===== src/rtl/dmafe_pkg.sv =====
package dmafe_pkg;
  localparam int WORD_W   = 32;
  localparam int BUSY_BIT = 24;

  // byte lanes touched by a write: whole word, or the half chosen by hi
  function automatic logic [WORD_W-1:0] lane_mask(input logic half, input logic hi);
    if (!half)   return '1;
    else if (hi) return {{(WORD_W/2){1'b1}}, {(WORD_W/2){1'b0}}};
    else         return {{(WORD_W/2){1'b0}}, {(WORD_W/2){1'b1}}};
  endfunction

  // halfword data is mirrored onto both halves so the mask can pick either
  function automatic logic [WORD_W-1:0] lane_data(input logic half, input logic [WORD_W-1:0] d);
    return half ? {d[WORD_W/2-1:0], d[WORD_W/2-1:0]} : d;
  endfunction
endpackage


===== src/rtl/dmafe_decode.sv =====
module dmafe_decode #(
  parameter int NUM_CH = 7,
  parameter int ADDR_W = 7
) (
  input  logic              bus_wr,
  input  logic [ADDR_W-1:1] bus_addr,
  output logic [NUM_CH-1:0] addr_we,
  output logic [NUM_CH-1:0] blk_we,
  output logic [NUM_CH-1:0] ctrl_we,
  output logic              en_we,
  output logic              stat_we
);
  localparam int SLOT_W = ADDR_W - 4;

  logic [SLOT_W-1:0] slot;
  logic [1:0]        fld;

  assign slot = bus_addr[ADDR_W-1:4];
  assign fld  = bus_addr[3:2];

  always_comb begin
    for (int n = 0; n < NUM_CH; n++) begin
      addr_we[n] = bus_wr && (slot == SLOT_W'(n)) && (fld == 2'd0);
      blk_we[n]  = bus_wr && (slot == SLOT_W'(n)) && (fld == 2'd1);
      ctrl_we[n] = bus_wr && (slot == SLOT_W'(n)) && fld[1];
    end
    en_we   = bus_wr && (slot == SLOT_W'(NUM_CH)) && (fld == 2'd0);
    stat_we = bus_wr && (slot == SLOT_W'(NUM_CH)) && (fld == 2'd1);
  end
endmodule


===== src/rtl/dmafe_chan_regs.sv =====
module dmafe_chan_regs
  import dmafe_pkg::*;
(
  input  logic              clk,
  input  logic              rst_n,
  input  logic              addr_we,
  input  logic              blk_we,
  input  logic              ctrl_we,
  input  logic [WORD_W-1:0] wmask,
  input  logic [WORD_W-1:0] wlane,
  input  logic [WORD_W-1:0] wdata,
  input  logic              done,
  output logic [WORD_W-1:0] addr_q,
  output logic [WORD_W-1:0] blk_q,
  output logic [WORD_W-1:0] ctrl_q
);
  logic [WORD_W-1:0] addr_d, blk_d, ctrl_d;
  logic              ctrl_en;

  always_comb begin
    addr_d = (addr_q & ~wmask) | (wlane & wmask);
    blk_d  = (blk_q  & ~wmask) | (wlane & wmask);
    ctrl_d = ctrl_q;
    if (done)    ctrl_d[BUSY_BIT] = 1'b0;
    if (ctrl_we) ctrl_d = wdata;          // write wins over completion
    ctrl_en = ctrl_we || done;
  end

  always_ff @(posedge clk or negedge rst_n) begin
    if (!rst_n) begin
      addr_q <= '0;
      blk_q  <= '0;
      ctrl_q <= '0;
    end else begin
      if (addr_we) addr_q <= addr_d;
      if (blk_we)  blk_q  <= blk_d;
      if (ctrl_en) ctrl_q <= ctrl_d;
    end
  end

  assert_done_clears_R9: assert property (@(posedge clk) disable iff (!rst_n)
    (done && !ctrl_we) |=> !ctrl_q[BUSY_BIT]);

  assert_ctrl_full_word_R4: assert property (@(posedge clk) disable iff (!rst_n)
    ctrl_we |=> (ctrl_q == $past(wdata)));
endmodule


===== src/rtl/dmafe_start_gate.sv =====
module dmafe_start_gate
  import dmafe_pkg::*;
#(
  parameter int                NUM_CH     = 7,
  parameter logic [NUM_CH-1:0] START_MASK = 7'b1011111,
  localparam int               CH_W       = $clog2(NUM_CH),
  localparam int               MASK_W     = 1 << CH_W
) (
  input  logic                           clk,
  input  logic                           rst_n,
  input  logic [NUM_CH-1:0]              ctrl_we,
  input  logic [WORD_W-1:0]              wdata,
  input  logic [NUM_CH-1:0]              gate_en,
  input  logic [NUM_CH-1:0]              busy,
  input  logic [NUM_CH-1:0][WORD_W-1:0]  addr_vec,
  input  logic [NUM_CH-1:0][WORD_W-1:0]  blk_vec,
  input  logic                           stat_we,
  input  logic [NUM_CH-1:0]              stat_clr,
  output logic                           start_valid,
  output logic [CH_W-1:0]                start_chan,
  output logic [WORD_W-1:0]              start_addr,
  output logic [WORD_W-1:0]              start_block,
  output logic [WORD_W-1:0]              start_ctrl,
  output logic [NUM_CH-1:0]              restart_q
);
  localparam logic [MASK_W-1:0] MASK_EXT = MASK_W'(START_MASK);

  logic [NUM_CH-1:0] hits, rehit;
  logic [CH_W-1:0]   sel_chan;
  logic [WORD_W-1:0] sel_addr, sel_blk;
  logic [NUM_CH-1:0] restart_d;
  logic              go;

  genvar g;
  generate
    for (g = 0; g < NUM_CH; g++) begin : g_qual
      if (START_MASK[g]) begin : g_cap
        assign hits[g]  = ctrl_we[g] && wdata[BUSY_BIT] && gate_en[g];
        assign rehit[g] = ctrl_we[g] && wdata[BUSY_BIT] && busy[g];
      end else begin : g_nocap
        assign hits[g]  = 1'b0;
        assign rehit[g] = 1'b0;
      end
    end
  endgenerate

  always_comb begin
    go       = |hits;
    sel_chan = '0;
    sel_addr = '0;
    sel_blk  = '0;
    for (int n = 0; n < NUM_CH; n++) begin
      if (hits[n]) begin
        sel_chan = CH_W'(n);
        sel_addr = addr_vec[n];
        sel_blk  = blk_vec[n];
      end
    end
    restart_d = (restart_q & ~(stat_we ? stat_clr : '0)) | rehit;  // set wins
  end

  always_ff @(posedge clk or negedge rst_n) begin
    if (!rst_n) begin
      start_valid <= 1'b0;
      start_chan  <= '0;
      start_addr  <= '0;
      start_block <= '0;
      start_ctrl  <= '0;
      restart_q   <= '0;
    end else begin
      start_valid <= go;
      restart_q   <= restart_d;
      if (go) begin
        start_chan  <= sel_chan;
        start_addr  <= sel_addr;
        start_block <= sel_blk;
        start_ctrl  <= wdata;
      end
    end
  end

  assert_one_start_R10: assert property (@(posedge clk) disable iff (!rst_n)
    $onehot0(hits));

  assert_capable_only_R7: assert property (@(posedge clk) disable iff (!rst_n)
    start_valid |-> MASK_EXT[start_chan]);

  assert_sticky_hold_R8: assert property (@(posedge clk) disable iff (!rst_n)
    !stat_we |=> ((restart_q & $past(restart_q)) == $past(restart_q)));
endmodule


===== src/rtl/dmafe_ctrl_front.sv =====
module dmafe_ctrl_front
  import dmafe_pkg::*;
#(
  parameter int                NUM_CH     = 7,
  parameter int                ADDR_W     = 7,
  parameter logic [NUM_CH-1:0] START_MASK = 7'b1011111,
  localparam int               CH_W       = $clog2(NUM_CH)
) (
  input  logic              clk,
  input  logic              rst_n,
  input  logic              bus_wr,
  input  logic [ADDR_W-1:1] bus_addr,
  input  logic              bus_half,
  input  logic [31:0]       bus_wdata,
  output logic [31:0]       bus_rdata,
  input  logic [NUM_CH-1:0] xfer_done,
  output logic              start_valid,
  output logic [CH_W-1:0]   start_chan,
  output logic [31:0]       start_addr,
  output logic [31:0]       start_block,
  output logic [31:0]       start_ctrl
);
  localparam int SLOT_W = ADDR_W - 4;

  logic [1:0]                     rst_pipe;
  logic                           rst_s_n;
  logic [WORD_W-1:0]              wmask, wlane;
  logic [NUM_CH-1:0]              addr_we, blk_we, ctrl_we;
  logic                           en_we, stat_we;
  logic [NUM_CH-1:0][WORD_W-1:0]  addr_vec, blk_vec, ctrl_vec;
  logic [NUM_CH-1:0]              busy, gate_en, restart_q;
  logic [WORD_W-1:0]              en_q, en_d;
  logic [SLOT_W-1:0]              rd_slot;
  logic [1:0]                     rd_fld;

  // asynchronous assertion, synchronous release
  always_ff @(posedge clk or negedge rst_n) begin
    if (!rst_n) rst_pipe <= '0;
    else        rst_pipe <= {rst_pipe[0], 1'b1};
  end
  assign rst_s_n = rst_pipe[1];

  assign wmask = lane_mask(bus_half, bus_addr[1]);
  assign wlane = lane_data(bus_half, bus_wdata);

  dmafe_decode #(.NUM_CH(NUM_CH), .ADDR_W(ADDR_W)) u_dec (
    .bus_wr(bus_wr), .bus_addr(bus_addr),
    .addr_we(addr_we), .blk_we(blk_we), .ctrl_we(ctrl_we),
    .en_we(en_we), .stat_we(stat_we)
  );

  genvar g;
  generate
    for (g = 0; g < NUM_CH; g++) begin : g_ch
      dmafe_chan_regs u_regs (
        .clk(clk), .rst_n(rst_s_n),
        .addr_we(addr_we[g]), .blk_we(blk_we[g]), .ctrl_we(ctrl_we[g]),
        .wmask(wmask), .wlane(wlane), .wdata(bus_wdata),
        .done(xfer_done[g]),
        .addr_q(addr_vec[g]), .blk_q(blk_vec[g]), .ctrl_q(ctrl_vec[g])
      );
      assign busy[g]    = ctrl_vec[g][BUSY_BIT];
      assign gate_en[g] = en_q[4*g+3];
    end
  endgenerate

  // shared enable register
  assign en_d = (en_q & ~wmask) | (wlane & wmask);
  always_ff @(posedge clk or negedge rst_s_n) begin
    if (!rst_s_n)   en_q <= '0;
    else if (en_we) en_q <= en_d;
  end

  dmafe_start_gate #(.NUM_CH(NUM_CH), .START_MASK(START_MASK)) u_gate (
    .clk(clk), .rst_n(rst_s_n),
    .ctrl_we(ctrl_we), .wdata(bus_wdata), .gate_en(gate_en), .busy(busy),
    .addr_vec(addr_vec), .blk_vec(blk_vec),
    .stat_we(stat_we), .stat_clr(NUM_CH'(wlane & wmask)),
    .start_valid(start_valid), .start_chan(start_chan),
    .start_addr(start_addr), .start_block(start_block), .start_ctrl(start_ctrl),
    .restart_q(restart_q)
  );

  // read mux
  assign rd_slot = bus_addr[ADDR_W-1:4];
  assign rd_fld  = bus_addr[3:2];
  always_comb begin
    bus_rdata = '0;
    for (int n = 0; n < NUM_CH; n++) begin
      if (rd_slot == SLOT_W'(n)) begin
        case (rd_fld)
          2'd0:    bus_rdata = addr_vec[n];
          2'd1:    bus_rdata = blk_vec[n];
          default: bus_rdata = ctrl_vec[n];
        endcase
      end
    end
    if (rd_slot == SLOT_W'(NUM_CH)) begin
      if (rd_fld == 2'd0)      bus_rdata = en_q;
      else if (rd_fld == 2'd1) bus_rdata = WORD_W'(restart_q);
    end
  end

  assert_start_cause_R5: assert property (@(posedge clk) disable iff (!rst_s_n)
    start_valid |-> $past(bus_wr && bus_wdata[BUSY_BIT]));
endmodule


===== config.mk =====
export PLATFORM = sky130hd
export DESIGN_NAME = dmafe_ctrl_front
export DESIGN_NICKNAME = d
export VERILOG_FILES = /design/src/rtl/dmafe_pkg.sv /design/src/rtl/dmafe_decode.sv /design/src/rtl/dmafe_chan_regs.sv /design/src/rtl/dmafe_start_gate.sv /design/src/rtl/dmafe_ctrl_front.sv
export SDC_FILE = /design/constraint.sdc
export NUM_CORES = 2
export LEC_CHECK = 0
export ABC_AREA = 1
export BUFFER_PORTS_ARGS = -buffer_cell sky130_fd_sc_hd__buf_2
export CORE_MARGIN = 2
export CORE_UTILIZATION = 46
export CTS_BUF_LIST = sky130_fd_sc_hd__clkbuf_8
export CTS_CLUSTER_DIAMETER = 120
export DETAILED_ROUTE_END_ITERATION = 6
export HOLD_SLACK_MARGIN = 0.02
export PLACE_DENSITY = 0.6
export SETUP_SLACK_MARGIN = 0.2
export SYNTH_ARGS = -nofsm -noshare
export SYNTH_HDL_FRONTEND = slang
export SYNTH_HIERARCHICAL = 1
export SYNTH_SLANG_ARGS = --single-unit

===== constraint.sdc =====
create_clock -name clk -period 32.5 [get_ports clk]
set_clock_uncertainty 0.2 [all_clocks]
set_input_delay 6.5 -clock clk [delete_from_list [all_inputs] [get_ports clk]]
set_output_delay 6.5 -clock clk [all_outputs]
set_load 0.02 [all_outputs]

==> summary.json <==
{
  "synth": {
    "synth-seq-area-share": 0.448,
    "total_standard_cell_area_after_synthesis_sq_mm": 0.0454,
    "synthDominantAreaCellType": "sky130_fd_sc_hd__dfrtp_1",
    "ys.warnings.count": 6,
    "synth.distinct_cells": 37,
    "netlist.area_leader.share": 0.448,
    "netlist_instances": 6450,
    "post_synth_main_area_contributors": "sky130_fd_sc_hd__dfrtp_1, sky130_fd_sc_hd__nand2_1, sky130_fd_sc_hd__nand3_1",
    "synthesized_net_count": 6499,
    "synth_area_per_cell_sq_um": 7.04,
    "synth.ff_latch_count": 813
  },
  "layout": {
    "multiInputGateArea_sq_mm": 0.0208,
    "layout-area-overhead-vs-synth_pct": 8.23,
    "fin_area_sq_mm": 0.0492,
    "stdcell_count": 7887,
    "drive_gt1_frac": 0.0878,
    "seqCellArea_sq_mm": 0.0203,
    "layout.nets": 6535,
    "fillerInstances": 9902,
    "final_core_util": 0.501
  },
  "clock_tree": {
    "cts_post_setup_buffers_inserted": 0,
    "ctsRootBufferMaster": "sky130_fd_sc_hd__clkbuf_8",
    "clkLatencyLatePin_ns": 0.86,
    "tritoncts": "built",
    "cts_buffers": 147,
    "cts-hold-fix-buffers": 0,
    "clk_transition_reported_paths_ns": 0.05,
    "numClockSinks": 813,
    "ctsResizeCount": 0,
    "clk_path_buf_depth": 3,
    "ctsHtreeMaxLevel": 4
  },
  "placement": {
    "number_of_input_and_output_port_buffers_inserted": 180,
    "post-place-ws_ns": 15.41,
    "post-place-cells": 7624,
    "placedInstanceArea_sq_mm": 0.0462,
    "gp_congestion": 0.872,
    "dpl.hpwl_mm": 105
  },
  "detailed_routing": {
    "postRouteWirelength_mm": 182,
    "detail-route-antenna-nets": 0,
    "post_drt_wl_per_cell_um": 23.0,
    "detail_route.iter0.violations": 5855,
    "first_pass_iters": 7,
    "via_count": 44400,
    "detail_route.drc_violations": 0,
    "via_per_inst": 5.63
  },
  "critical_path": {
    "timing.critical_path.from_type": "primary input",
    "arrival_ns": 10.51,
    "worstReg2RegEnd": "u_gate/start_addr[6]",
    "critPathRequiredTime_ns": 25.80,
    "critical_path_start": "bus_addr[3]",
    "criticalPathCategory": "primary input to output pin",
    "path_max_fanout": 122,
    "rrSetupSlack_ns": 28.17,
    "crit-reg2reg-launch": "rst_pipe[1]",
    "type_of_destination_of_the_critical_path": "output pin",
    "rr_worst_depth": 4
  },
  "power_and_ir_drop": {
    "worst_ir_drop_vdd_v": 0.0000412,
    "total_power_mw": 3.02,
    "pwr_density_cell_mw_per_mm2": 61.3,
    "static_leakage_nw": 24.7
  },
  "timing": {
    "postLayoutSetupSlackWorst_ns": 15.29,
    "holdWs_ns": 0.151,
    "max_slew.worst_pin.slew_ns": 1.26,
    "maxSlewHeadroom": 0.162,
    "timing.final.max_slew_violations": 0,
    "fin_setup_tns_ns": 0,
    "hold_violations": 0,
    "fmax_ghz": 0.0581,
    "grt_setup_unrepaired": "false",
    "finalCriticalPeriod_ns": 17.21,
    "timing.final.crit_share": 0.530,
    "setup_viol": 0
  },
  "global_route": {
    "wire_length_of_the_first_global_routing_pass_mm": 270,
    "grtUsageTotal": 0.354,
    "grt_max_degree": 242,
    "grt_pass1_vias": 40300,
    "overflow": 0,
    "antenna_violations_before_repair": 10
  },
  "floorplanning": {
    "rows": 115,
    "die_area_sq_mm": 0.101,
    "dieHeight_um": 318,
    "start_util": 0.463,
    "io_pins": 181,
    "fp.coreArea_sq_mm": 0.0981,
    "floorplan.die.width_um": 318
  },
  "min_path": {
    "worst_hold_path.endpoint": "rst_pipe[1]",
    "worst_hold_path_type": "register to register",
    "holdCritStartpoint": "rst_pipe[0]",
    "worstHoldPathCells": 0
  },
  "job": {
    "drv_cap": 0
  },
  "outcome": {
    "outcome": "finished, final reports clean"
  }
}
[kinds of logic after synthesis]
| family | Yosys count | share of synthesized area |
|---|---|---|
| and+or+nand+nor | 4136 | 0.374 |
| buffers and inverters | 870 | 0.101 |
| DFF | 813 | 0.448 |
| AOI/OAI and AO/OA | 614 | 0.0726 |
| muxes | 16 | 0.00397 |
| other | 1 | 0.0000826 |
[cells in the final DEF (no fill, tap or decap), drive strengths merged, types with 12 or more instances in the layout]
cell type | netlist | routed
a21oi | 154 | 154
a31oi | 24 | 24
a32o | 12 | 12
buf | 304 | 278
clkbuf | 87 | 176
clkinv | 0 | 12
dfrtp | 813 | 813
inv | 479 | 542
mux2 | 16 | 16
nand2 | 2438 | 2438
nand3 | 879 | 879
nand4 | 65 | 65
nor2 | 693 | 693
o21ai | 365 | 365
o21bai | 25 | 25
o22ai | 21 | 21
or2 | 51 | 51
[cell usage after synthesis]
cell,n
sky130_fd_sc_hd__nor3_1,1
sky130_fd_sc_hd__nor3_2,3
sky130_fd_sc_hd__mux2_2,16
sky130_fd_sc_hd__or2_0,15
sky130_fd_sc_hd__buf_6,134
sky130_fd_sc_hd__nand3b_1,6
sky130_fd_sc_hd__o22ai_1,21
sky130_fd_sc_hd__nand3_1,876
sky130_fd_sc_hd__o21ai_0,272
sky130_fd_sc_hd__a21boi_2,1
sky130_fd_sc_hd__o31ai_1,5
sky130_fd_sc_hd__buf_4,52
sky130_fd_sc_hd__o21ai_1,93
sky130_fd_sc_hd__or2_2,25
sky130_fd_sc_hd__a41oi_1,6
sky130_fd_sc_hd__inv_1,473
sky130_fd_sc_hd__nand4_1,65
sky130_fd_sc_hd__or2_1,11
sky130_fd_sc_hd__a21oi_1,154
sky130_fd_sc_hd__nand3_2,3
sky130_fd_sc_hd__o21bai_1,25
sky130_fd_sc_hd__nor2_2,3
sky130_fd_sc_hd__nor2_4,2
sky130_fd_sc_hd__nand2_4,1
sky130_fd_sc_hd__buf_1,19
sky130_fd_sc_hd__nand2_1,2436
sky130_fd_sc_hd__a21boi_0,1
sky130_fd_sc_hd__inv_2,6
sky130_fd_sc_hd__conb_1,1
sky130_fd_sc_hd__a31oi_1,24
sky130_fd_sc_hd__dfrtp_1,813
sky130_fd_sc_hd__nand2_2,1
sky130_fd_sc_hd__nor2_1,688
sky130_fd_sc_hd__clkbuf_2,2
sky130_fd_sc_hd__clkbuf_1,85
sky130_fd_sc_hd__buf_2,99
sky130_fd_sc_hd__a32o_1,12
[where the power goes]
part | leakage [nW] | switching, mW | internal, mW
registers | 10.4 | 0.194 | 1.24
logic | 12.7 | 0.408 | 0.187
clock network | 1.69 | 0.471 | 0.516
[worst max-delay path: stages]
cell and delay [ns]:
sky130_fd_sc_hd__buf_4 0.32, sky130_fd_sc_hd__inv_8 0.63, sky130_fd_sc_hd__buf_4 0.80, sky130_fd_sc_hd__buf_4 0.83, sky130_fd_sc_hd__or2_2 0.23, sky130_fd_sc_hd__nand2_1 0.04, sky130_fd_sc_hd__o21ai_0 0.15, sky130_fd_sc_hd__inv_1 0.05
sky130_fd_sc_hd__o21bai_1 0.14, sky130_fd_sc_hd__nand2_1 0.06, sky130_fd_sc_hd__nand2_1 0.21, sky130_fd_sc_hd__nand2_1 0.17, sky130_fd_sc_hd__buf_2 0.18
[cell type report]
class / count / share of cell area
Tap cell: 1287 / 0.0328
Multi-Input combinational cell: 4767 / 0.422
Timing Repair Buffer: 278 / 0.0347
Inverter: 479 / 0.0367
Clock buffer: 176 / 0.0493
Sequential cell: 813 / 0.414
Clock inverter: 81 / 0.00980
Antenna cell: 6 / 0.000305
[routing by layer]
metal	wire, um	up-vias	GRT usage
met5	40	-	0
met4	9250	6	0.170
met3	19000	454	0.0689
met2	77600	2496	0.524
met1	75600	20900	0.497
li1	-	20500	-
[worst max-delay path by stage]
stage	endpoint	slack [ns]
CTS	bus_rdata[12]	15.40
global route	bus_rdata[12]	15.15
detailed placement	bus_rdata[12]	15.41
finish	bus_rdata[12]	15.29
global placement	bus_rdata[12]	15.42
floorplan	async pin	7.96
(Power assumes the default switching activity.)
